## config.mk

```make
export PLATFORM = sky130hd
export DESIGN_NAME = sec_rtc
export DESIGN_NICKNAME = d
export VERILOG_FILES = /design/src/rtl/sec_rtc_pkg.sv /design/src/rtl/sec_rtc_prescale.sv /design/src/rtl/sec_rtc_counter.sv /design/src/rtl/sec_rtc_status.sv /design/src/rtl/sec_rtc.sv
export SDC_FILE = /design/constraint.sdc
export NUM_CORES = 1
export LEC_CHECK = 0
export BUFFER_PORTS_ARGS = -buffer_cell sky130_fd_sc_hd__clkbuf_2
export CORE_ASPECT_RATIO = 1.75
export CORE_MARGIN = 2
export CORE_UTILIZATION = 55
export CTS_CLUSTER_SIZE = 24
export DETAILED_ROUTE_END_ITERATION = 8
export GPL_TIMING_DRIVEN = 0
export HOLD_SLACK_MARGIN = 0.1
export PLACE_DENSITY = 0.71
export SLEW_MARGIN = 10
export SYNTH_ARGS = -nofsm -noshare
export SYNTH_HDL_FRONTEND = slang
export SYNTH_SLANG_ARGS = --single-unit
```

## constraint.sdc

```tcl
create_clock -name clk -period 5.7 [get_ports clk]
set_input_delay 1.71 -clock clk [delete_from_list [all_inputs] [get_ports clk]]
set_output_delay 1.71 -clock clk [all_outputs]
set_load 0.1 [all_outputs]
```

## src/rtl/sec_rtc_pkg.sv

```systemverilog
package sec_rtc_pkg;
  // Word indices of the register window
  localparam int IX_COUNT   = 0;
  localparam int IX_MATCH   = 1;
  localparam int IX_LOAD    = 2;
  localparam int IX_CTRL    = 3;
  localparam int IX_MSTAT   = 4;
  localparam int IX_RSTAT   = 5;
  localparam int IX_ACK     = 6;
  localparam int IX_VERSION = 7;
  localparam int NUM_REGS   = 8;

  // Control bit positions
  localparam int CB_IE   = 0;
  localparam int CB_MASK = 1;
  localparam int CB_RUN  = 2;
  localparam int CB_WRAP = 3;
  localparam int CTRL_W  = 4;
endpackage

```

## src/rtl/sec_rtc_prescale.sv

```systemverilog
module sec_rtc_prescale #(
  parameter int DIV = 32768
) (
  input  logic clk,
  input  logic rst,
  input  logic run_i,
  output logic tick_o
);
  localparam int PW = (DIV > 1) ? $clog2(DIV) : 1;
  localparam logic [PW-1:0] LAST = PW'(DIV - 1);

  logic [PW-1:0] pc_q;

  assign tick_o = run_i && (pc_q == LAST);

  always_ff @(posedge clk) begin
    if (rst)         pc_q <= '0;
    else if (!run_i) pc_q <= '0;
    else if (tick_o) pc_q <= '0;
    else             pc_q <= pc_q + 1'b1;
  end

  generate
    if (DIV > 1) begin : g_spacing

      tick_spacing_chk: assert property (@(posedge clk) disable iff (rst)
        tick_o |=> !tick_o);
    end
  endgenerate
endmodule

```

## src/rtl/sec_rtc_counter.sv

```systemverilog
module sec_rtc_counter #(
  parameter int CNT_W = 32
) (
  input  logic             clk,
  input  logic             rst,
  input  logic             tick_i,
  input  logic             wrap_i,
  input  logic             load_we_i,
  input  logic [CNT_W-1:0] load_val_i,
  output logic [CNT_W-1:0] cnt_o,
  output logic [CNT_W-1:0] next_o,
  output logic [CNT_W-1:0] load_o
);
  localparam logic [CNT_W-1:0] TOP = '1;

  logic [CNT_W-1:0] cnt_q, load_q;
  logic             pend_q;

  always_comb begin
    if (pend_q)                      next_o = load_q;
    else if (cnt_q == TOP && !wrap_i) next_o = cnt_q;
    else                             next_o = cnt_q + 1'b1;
  end

  always_ff @(posedge clk) begin
    if (rst) begin
      cnt_q  <= '0;
      load_q <= '0;
      pend_q <= 1'b0;
    end else begin
      if (tick_i) begin
        cnt_q  <= next_o;
        pend_q <= 1'b0;
      end
      if (load_we_i) begin
        load_q <= load_val_i;
        pend_q <= 1'b1;
      end
    end
  end

  assign cnt_o  = cnt_q;
  assign load_o = load_q;


  load_deferred_chk: assert property (@(posedge clk) disable iff (rst)
    (load_we_i && !tick_i) |=> $stable(cnt_o));


  top_hold_chk: assert property (@(posedge clk) disable iff (rst)
    (tick_i && !pend_q && !wrap_i && cnt_q == TOP) |=> (cnt_o == TOP));


  top_wrap_chk: assert property (@(posedge clk) disable iff (rst)
    (tick_i && !pend_q && wrap_i && cnt_q == TOP) |=> (cnt_o == '0));
endmodule

```

## src/rtl/sec_rtc_status.sv

```systemverilog
module sec_rtc_status (
  input  logic clk,
  input  logic rst,
  input  logic set_i,
  input  logic clr_i,
  input  logic ie_i,
  input  logic mask_i,
  output logic raw_o,
  output logic masked_o
);
  logic raw_q;

  always_ff @(posedge clk) begin
    if (rst)        raw_q <= 1'b0;
    else if (set_i) raw_q <= 1'b1;
    else if (clr_i) raw_q <= 1'b0;
  end

  assign raw_o    = raw_q;
  assign masked_o = raw_q & ie_i & ~mask_i;


  ack_clears_chk: assert property (@(posedge clk) disable iff (rst)
    (clr_i && !set_i) |=> !raw_o);


  set_wins_chk: assert property (@(posedge clk) disable iff (rst)
    set_i |=> raw_o);
endmodule

```

## src/rtl/sec_rtc.sv

```systemverilog
module sec_rtc #(
  parameter int          PRESCALE_DIV = 32768,
  parameter int          CNT_W        = 32,
  parameter int          ADDR_W       = 4,
  parameter logic [31:0] VERSION      = 32'h0001_0200
) (
  input  logic              clk,
  input  logic              rst,
  input  logic              bus_rd,
  input  logic              bus_wr,
  input  logic [ADDR_W-1:0] bus_addr,
  input  logic [31:0]       bus_wdata,
  output logic [31:0]       bus_rdata,
  output logic              irq_o
);
  import sec_rtc_pkg::*;

  localparam int DATA_W = 32;

  logic [CTRL_W-1:0] ctrl_q;
  logic [CNT_W-1:0]  match_q;
  logic [CNT_W-1:0]  cnt, cnt_next, load_rb;
  logic [DATA_W-1:0] rd_val, rdata_q;
  logic              tick, raw, masked;
  logic              sel_match, sel_load, sel_ctrl, sel_ack, hit;

  assign sel_match = (bus_addr == ADDR_W'(IX_MATCH));
  assign sel_load  = (bus_addr == ADDR_W'(IX_LOAD));
  assign sel_ctrl  = (bus_addr == ADDR_W'(IX_CTRL));
  assign sel_ack   = (bus_addr == ADDR_W'(IX_ACK));
  assign hit       = tick && (cnt_next == match_q);

  sec_rtc_prescale #(.DIV(PRESCALE_DIV)) u_pre (
    .clk    (clk),
    .rst    (rst),
    .run_i  (ctrl_q[CB_RUN]),
    .tick_o (tick)
  );

  sec_rtc_counter #(.CNT_W(CNT_W)) u_cnt (
    .clk        (clk),
    .rst        (rst),
    .tick_i     (tick),
    .wrap_i     (ctrl_q[CB_WRAP]),
    .load_we_i  (bus_wr && sel_load),
    .load_val_i (bus_wdata[CNT_W-1:0]),
    .cnt_o      (cnt),
    .next_o     (cnt_next),
    .load_o     (load_rb)
  );

  sec_rtc_status u_stat (
    .clk      (clk),
    .rst      (rst),
    .set_i    (hit),
    .clr_i    (bus_rd && sel_ack),
    .ie_i     (ctrl_q[CB_IE]),
    .mask_i   (ctrl_q[CB_MASK]),
    .raw_o    (raw),
    .masked_o (masked)
  );

  always_ff @(posedge clk) begin
    if (rst) begin
      ctrl_q  <= '0;
      match_q <= '0;
    end else if (bus_wr) begin
      if (sel_ctrl)  ctrl_q  <= bus_wdata[CTRL_W-1:0];
      if (sel_match) match_q <= bus_wdata[CNT_W-1:0];
    end
  end

  always_comb begin
    rd_val = '0;
    case (int'(bus_addr))
      IX_COUNT:   rd_val = DATA_W'(cnt);
      IX_MATCH:   rd_val = DATA_W'(match_q);
      IX_LOAD:    rd_val = DATA_W'(load_rb);
      IX_CTRL:    rd_val = DATA_W'(ctrl_q);
      IX_MSTAT:   rd_val = DATA_W'(masked);
      IX_RSTAT:   rd_val = DATA_W'(raw);
      IX_VERSION: rd_val = VERSION;
      default:    rd_val = '0;
    endcase
  end

  always_ff @(posedge clk) begin
    if (rst)         rdata_q <= '0;
    else if (bus_rd) rdata_q <= rd_val;
    else             rdata_q <= '0;
  end

  assign bus_rdata = rdata_q;
  assign irq_o     = masked;


  match_sets_raw_chk: assert property (@(posedge clk) disable iff (rst)
    hit |=> raw);


  irq_gated_chk: assert property (@(posedge clk) disable iff (rst)
    (!ctrl_q[CB_IE] || ctrl_q[CB_MASK]) |-> !irq_o);


  halted_stable_chk: assert property (@(posedge clk) disable iff (rst)
    !ctrl_q[CB_RUN] |=> $stable(cnt));


  unmapped_zero_chk: assert property (@(posedge clk) disable iff (rst)
    (bus_rd && int'(bus_addr) >= NUM_REGS) |=> (bus_rdata == '0));
endmodule

```

==> results_dict.tcl, run 1 <==
set metrics [dict create \
    status "complete, no violations" \
    dp_hpwl_mm 22.5 \
    cts_resized 0 \
    crit_type "reg -> reg" \
    dr_total_vias 8511 \
    ys_types 70 \
    gp_congestion 1.09 \
    cts_tree "yes" \
    start_util_pct 55.7 \
    syn-cell-area_um2 7970 \
    cts_hold_buf 0 \
    r2r_start "u_cnt.pend_q" \
    clk_latency_ps 440 \
    clock-sinks 149 \
    p_per_area_nw_per_um2 264 \
    hold_depth 2 \
    synth_edf_count 0 \
    grt_usage_pct 39.9 \
    rr_worst_depth 9 \
    die_w_um 95.0 \
    core_area_um2 14300 \
    die_area_um2 15500 \
    top_layer_used "met4" \
    crit_path_start_kind "flip-flop" \
    syn_avg_cell_area_um2 7.47 \
    synth_nets 1108 \
    drtIter0Drc 811 \
    wl_met3_mm 2.41 \
    antenna_found_initial 0 \
    register_area_um2 2980 \
    slew-limit-headroom_pct 15.9 \
    finalSetupViolations 0 \
    vias_per_cell 6.32 \
    rows 58 \
    dr.pass1.iters 5 \
    min_to "u_cnt.load_o[20]" \
    hold_class "reg -> reg" \
    clock_skew_ps 13.0 \
    grt_max_degree 18 \
    timing_hold_violations_final 0 \
    grt_pass1_vias 7821 \
    drive_above_1_share_pct 11.0 \
    drc 0 \
    fillCellCount 1342 \
    endpoint_kind "flip-flop" \
    synth_warnings 0 \
    tns_ps 0 \
    layout_commonest_cell "nand2_1" \
    worstPathRequired_ps 6000 \
    utilization_pct 64.1 \
    rsz0062_at_grt "false" \
    slew_violations 0 \
    ir_drop_uv 179 \
    synth_ff_type "dfxtp_1" \
    htree_levels 4 \
    leakage_uw 0.00327 \
    clock-root-buffer "clkbuf_16" \
    num_antenna_cells 0 \
    crit_arrival_ps 4840 \
    port_buffers 69 \
    netlist.area_leader.share_pct 37.4 \
    min_period_over_period_pct 79.6 \
    io_pins 73 \
    wl_met1_mm 10.7 \
    synth_top_area_cell "dfxtp_1" \
    fmax_mhz 220 \
    yosysSeqAreaShare_pct 37.4 \
    wl_mm 30.3 \
    worst_slew_pin_slew_ps 1250 \
    max_stage_delay_ps 640 \
    drt-wirelength-per-cell_um 22.5 \
    r2r_end "u_cnt.cnt_o[19]" \
    postCtsSetupBuffers 0 \
    fin_crit_ps 4540 \
    async_flop_share_pct 0 \
    fin_nets 1196 \
    holdCritStartpoint "u_cnt.load_o[20]" \
    synthTopCellsByArea "dfxtp_1 37%, nand2_1 8.4%, a21oi_1 7.7%" \
    total_power_uw 2420 \
    final_antenna_net_count 0 \
    grt_pass1_wl_mm 45.4 \
    cp_cell_sequence "clkbuf_1 -> buf_1 -> clkbuf_1 -> clkbuf_1 -> clkbuf_1 -> buf_1 -> nand2_1 -> o221ai_1 -> a21oi_1" \
    cpMaxStageDelayCell "buf_1" \
    wl_met2_mm 14.4 \
    r2r_setup_slack_ps 1160 \
    area_delta_synth_final_pct 15.1 \
    synth_seq_cells 149 \
    clk_pin_slew_ps 80 \
    path_common_cell "clkbuf_1" \
    syn_inst 1066 \
    clk_path_buf_depth 2 \
    crit_fanout 10 \
    most-common-layout-cells "179 x nand2_1, 151 x nor2_1, 149 x dfxtp_1, 123 x a21oi_1, 70 x clkbuf_1" \
    maxCapViolations 0 \
    multi_input_area_um2 4600 \
    die_h_um 163 \
    cts-buffers-inserted 17 \
    grt_overflow 0 \
]
-- worst max path at each step --
| stage | slack [ps] | endpoint | startpoint | depth (start not counted) |
|---|---|---|---|---|
| 4_1_cts | 1340 | u_stat.raw_o | u_cnt.cnt_o[1] | 11 |
| 5_1_grt | 1150 | u_stat.raw_o | u_cnt.cnt_o[1] | 11 |
| 6_report | 1160 | u_cnt.cnt_o[19] | u_cnt.pend_q | 9 |
| 3_5_place_dp | 1370 | u_stat.raw_o | u_cnt.cnt_o[1] | 11 |
| 2_1_floorplan | 2320 | bus_rdata[10] | bus_addr[1] | 8 |
| 3_3_place_gp | 1340 | u_stat.raw_o | u_cnt.cnt_o[1] | 11 |
-- critical path: cells and delay by family, from the launching register on --
| kind | cells | cell delay (ps) |
|---|---|---|
| AOI/OAI and AO/OA | 2 | 340 |
| buffers and inverters | 6 | 3380 |
| DFF | 1 | 380 |
| and+or+nand+nor | 1 | 280 |
-- cell usage after synthesis (5+ instances only) --
master,instances
and4_1,6
buf_1,6
a211oi_1,8
o31ai_1,7
o21ai_0,16
dfxtp_1,149
nand2b_1,7
mux2i_1,38
xnor2_1,27
inv_1,14
a21oi_1,123
nand3_1,34
nor2_1,151
o221ai_1,7
clkbuf_1,70
a2111oi_0,5
xor2_1,25
buf_2,8
and3_1,16
or3_1,6
a31oi_1,15
nor2b_1,5
nand2_1,179
nor3_1,26
nor4_1,14
a221oi_1,5
a22oi_1,5
nand4_1,24
-- cells by family (layout without fill, tap and decap cells) --
kind of cell	after synthesis	after routing	share of synthesized area [%]
simple gates	496	496	28.9
compound gates	229	229	17.9
flops	149	149	37.4
buf+inv	99	200	4.88
xor+xnor	52	52	5.72
mux	39	39	4.92
fa+ha+maj	2	2	0.314
-- power by group --
part	switching (uW)	internal [uW]	total (uW)
Clock	551	678	1230
Combinational	91.1	39.5	131
Sequential	8.77	1050	1060
Total	651	1770	2420
-- final cells by class --
class | instances | share of cell area [%]
multi-input combinational | 818 | 50.1
sequential | 149 | 32.5
buffer | 85 | 3.67
clock inverter | 15 | 2.22
tap | 180 | 2.46
timing repair buffer | 69 | 3.77
clock buffer | 17 | 4.64
inverter | 14 | 0.573
-- flip-flops by register name, indices dropped and copies added, names as in the netlist --
signal,flops
u_cnt.load_o,32
u_cnt.cnt_o,32
u_stat.raw_o,1
u_pre.pc_q,15
u_cnt.pend_q,1
bus_rdata,32
match_q,32
ctrl_q,4
-- metrics by stage --
stage,instance area (um2),setup slack (ps),hold slack (ps),cells
floorplan,7970,2320,442,1066
global placement,8540,1340,458,1315
detailed placement,8540,1370,467,1315
CTS,9170,1340,477,1347
global route,9170,1150,502,1347
finish,9170,1160,475,1347
-- routing by layer --
metal	track usage, %	up-vias
met5	0	-
met4	30.9	0
met3	7.43	167
met2	66.3	468
met1	43.9	3945
li1	-	3931
No activity file was read; power rests on OpenSTA's default activity.
==> inputs of run 2 (changes only) <==
--- a/config.mk
+++ b/config.mk
@@ -5,6 +5,7 @@
 export SDC_FILE = /design/constraint.sdc
 export NUM_CORES = 1
 export LEC_CHECK = 0
+export ABC_AREA = 1
 export BUFFER_PORTS_ARGS = -buffer_cell sky130_fd_sc_hd__clkbuf_2
 export CORE_ASPECT_RATIO = 1.75
 export CORE_MARGIN = 2
==> constraint.sdc (replaced) <==
create_clock -name clk -period 4.6 [get_ports clk]
set_input_delay 1.38 -clock clk [delete_from_list [all_inputs] [get_ports clk]]
set_output_delay 1.38 -clock clk [all_outputs]
set_load 0.1 [all_outputs]
==> results_dict.tcl, run 2 <==
set metrics [dict create \
    status "complete, no violations" \
    rsz0062_at_grt "false" \
    drtIter0Drc 759 \
    p_per_area_nw_per_um2 328 \
    cts_tree "yes" \
    cts_hold_buf 0 \
    htree_levels 4 \
    fmax_mhz 306 \
    clk_latency_ps 440 \
    ys_types 40 \
    slew-limit-headroom_pct 11.8 \
    utilization_pct 64.1 \
    async_flop_share_pct 0 \
    startpoint "bus_addr[3]" \
    clock-sinks 149 \
    dr_total_vias 8505 \
    num_antenna_cells 0 \
    drc 0 \
    area_delta_synth_final_pct 15.0 \
    postCtsSetupBuffers 0 \
    worstPathRequired_ps 4880 \
    hold_class "reg -> reg" \
    endpoint "match_q[16]" \
    vias_per_cell 5.90 \
    p_comb_share_pct 6.0 \
    drt-wirelength-per-cell_um 20.8 \
    io_pins 73 \
    yosysMostFrequentCell "nand2_1" \
    grt_overflow 0 \
    finalNonFillerCells 1441 \
    most-common-layout-cells "263 x nand2_1, 157 x inv_1, 149 x dfxtp_1, 120 x o21ai_0, 108 x nor2_1" \
    rows 57 \
    start_util_pct 55.8 \
    p_seq_share_pct 45.3 \
    gp_congestion 1.10 \
    timing_hold_violations_final 0 \
    dp_hpwl_mm 22.8 \
    yosysSeqAreaShare_pct 38.9 \
    crit_type "in -> reg" \
    die_w_um 93.3 \
    endpoint_kind "flip-flop" \
    hold_depth 1 \
    crit_arrival_ps 3540 \
    die_area_um2 15000 \
    core_area_um2 13800 \
    min_period_over_period_pct 70.9 \
    ir_drop_uv 240 \
    antenna_found_initial 0 \
    netlist.area_leader.share_pct 38.9 \
    tns_ps 0 \
    crit_path_start_kind "input port" \
    leakage_uw 0.00364 \
    grt_usage_pct 40.8 \
    synth_nets 1205 \
    syn_inst 1163 \
    clock_skew_ps 12.4 \
    synth_warnings 0 \
    swShare_pct 26.5 \
    grt_pass1_vias 8394 \
    synth_edf_count 0 \
    slew_violations 0 \
    r2r_setup_slack_ps 1570 \
    synth_common_cells "263 x nand2_1, 157 x inv_1, 149 x dfxtp_1, 120 x o21ai_0, 108 x nor2_1" \
    final_antenna_net_count 0 \
    rr_worst_depth 19 \
    layout_commonest_cell "nand2_1" \
    fillCellCount 1360 \
    finalSetupViolations 0 \
    clk_pin_slew_ps 70 \
    post-place-cells 1410 \
    synth_seq_cells 149 \
    cts-buffers-inserted 17 \
    worst_slew_pin_slew_ps 1310 \
    internal_power_uw 2120 \
    syn-cell-area_um2 7680 \
    die_h_um 160 \
    cts_resized 0 \
    synth_ff_type "dfxtp_1" \
    grt_max_degree 17 \
    fin_nets 1294 \
    clock-root-buffer "clkbuf_16" \
    fin_crit_ps 3260 \
    synth_top_area_cell "dfxtp_1" \
    crit_fanout 10 \
    switchingPower_uw 767 \
    grt_pass1_wl_mm 45.4 \
    syn_avg_cell_area_um2 6.60 \
    synthTopCellsByArea "dfxtp_1 39%, nand2_1 13%, o21ai_0 7.8%" \
    drive_above_1_share_pct 10.9 \
    r2r_start "u_cnt.cnt_o[1]" \
    clk_path_buf_depth 2 \
    clockPowerShare_pct 48.7 \
    wl_mm 30.0 \
    dr.pass1.iters 8 \
    maxCapViolations 0 \
    r2r_end "u_stat.raw_o" \
    port_buffers 70 \
]
-- run 2: worst max-delay path: stages --
cell      delay [ps]
clkbuf_2         100
nor2_1           200
inv_1             90
nor2_1           480
nand2_1          410
clkbuf_1         400
o21ai_0          380
a21oi_1          100
-- run 2: routing by layer --
metal	global-route usage [%]	vias to the layer above	part of all wire (%)
met3	7.64	177	6.9
met5	0	-	0
li1	-	3987	-
met2	68.1	457	49
met4	37.2	0	11
met1	41.9	3884	34
-- run 2: power groups by stage --
stage | sequential (uW) | combinational, uW | clock, uW
after floorplan | 1340 | 88.2 | 0
after global placement | 1340 | 165 | 0
after detailed placement | 1340 | 166 | 0
after CTS | 1310 | 167 | 1410
after global routing | 1310 | 183 | 1460
final | 1310 | 172 | 1410
-- run 2: final cells by class --
cell class	instances	area [um2]	area share [%]
multi-input cells	802	3870	43.9
flip-flops and latches	149	2980	33.8
inverters	163	612	6.93
clock buffers	18	439	4.98
repair buffers	70	350	3.97
well taps	177	221	2.51
plain buffers	49	210	2.38
clock inverters	13	139	1.57
-- run 2: how the worst min path moves through the flow --
stage                        from            end
finish              u_pre.pc_q[0]  u_pre.pc_q[0]
global route        u_pre.pc_q[0]  u_pre.pc_q[0]
CTS                 u_pre.pc_q[0]  u_pre.pc_q[0]
detailed placement  u_pre.pc_q[0]  u_pre.pc_q[0]
global placement    u_pre.pc_q[0]  u_pre.pc_q[0]
floorplan           u_pre.pc_q[0]  u_pre.pc_q[0]
-- run 2: cells by family (layout without fill, tap and decap cells) --
group / count (synthesis) / count (layout) / synth area share (%)
and+or+nand+nor: 506 / 506 / 28.7
AOI/OAI and AO/OA: 283 / 283 / 20.2
DFF: 149 / 149 / 38.9
adders and majority gates: 2 / 2 / 0.326
xor gates and xnor gates: 11 / 11 / 1.26
buffers and inverters: 212 / 313 / 10.7
-- run 2: stage by stage --
stage | hold slack, ps | power (uW) | setup slack, ps | area, um2
3_3_place_gp | 429 | 1500 | 1070 | 8250
2_1_floorplan | 418 | 1430 | 784 | 7680
4_1_cts | 452 | 2880 | 1430 | 8830
6_report | 447 | 2890 | 1340 | 8830
5_1_grt | 487 | 2960 | 1210 | 8830
3_5_place_dp | 437 | 1510 | 1050 | 8250
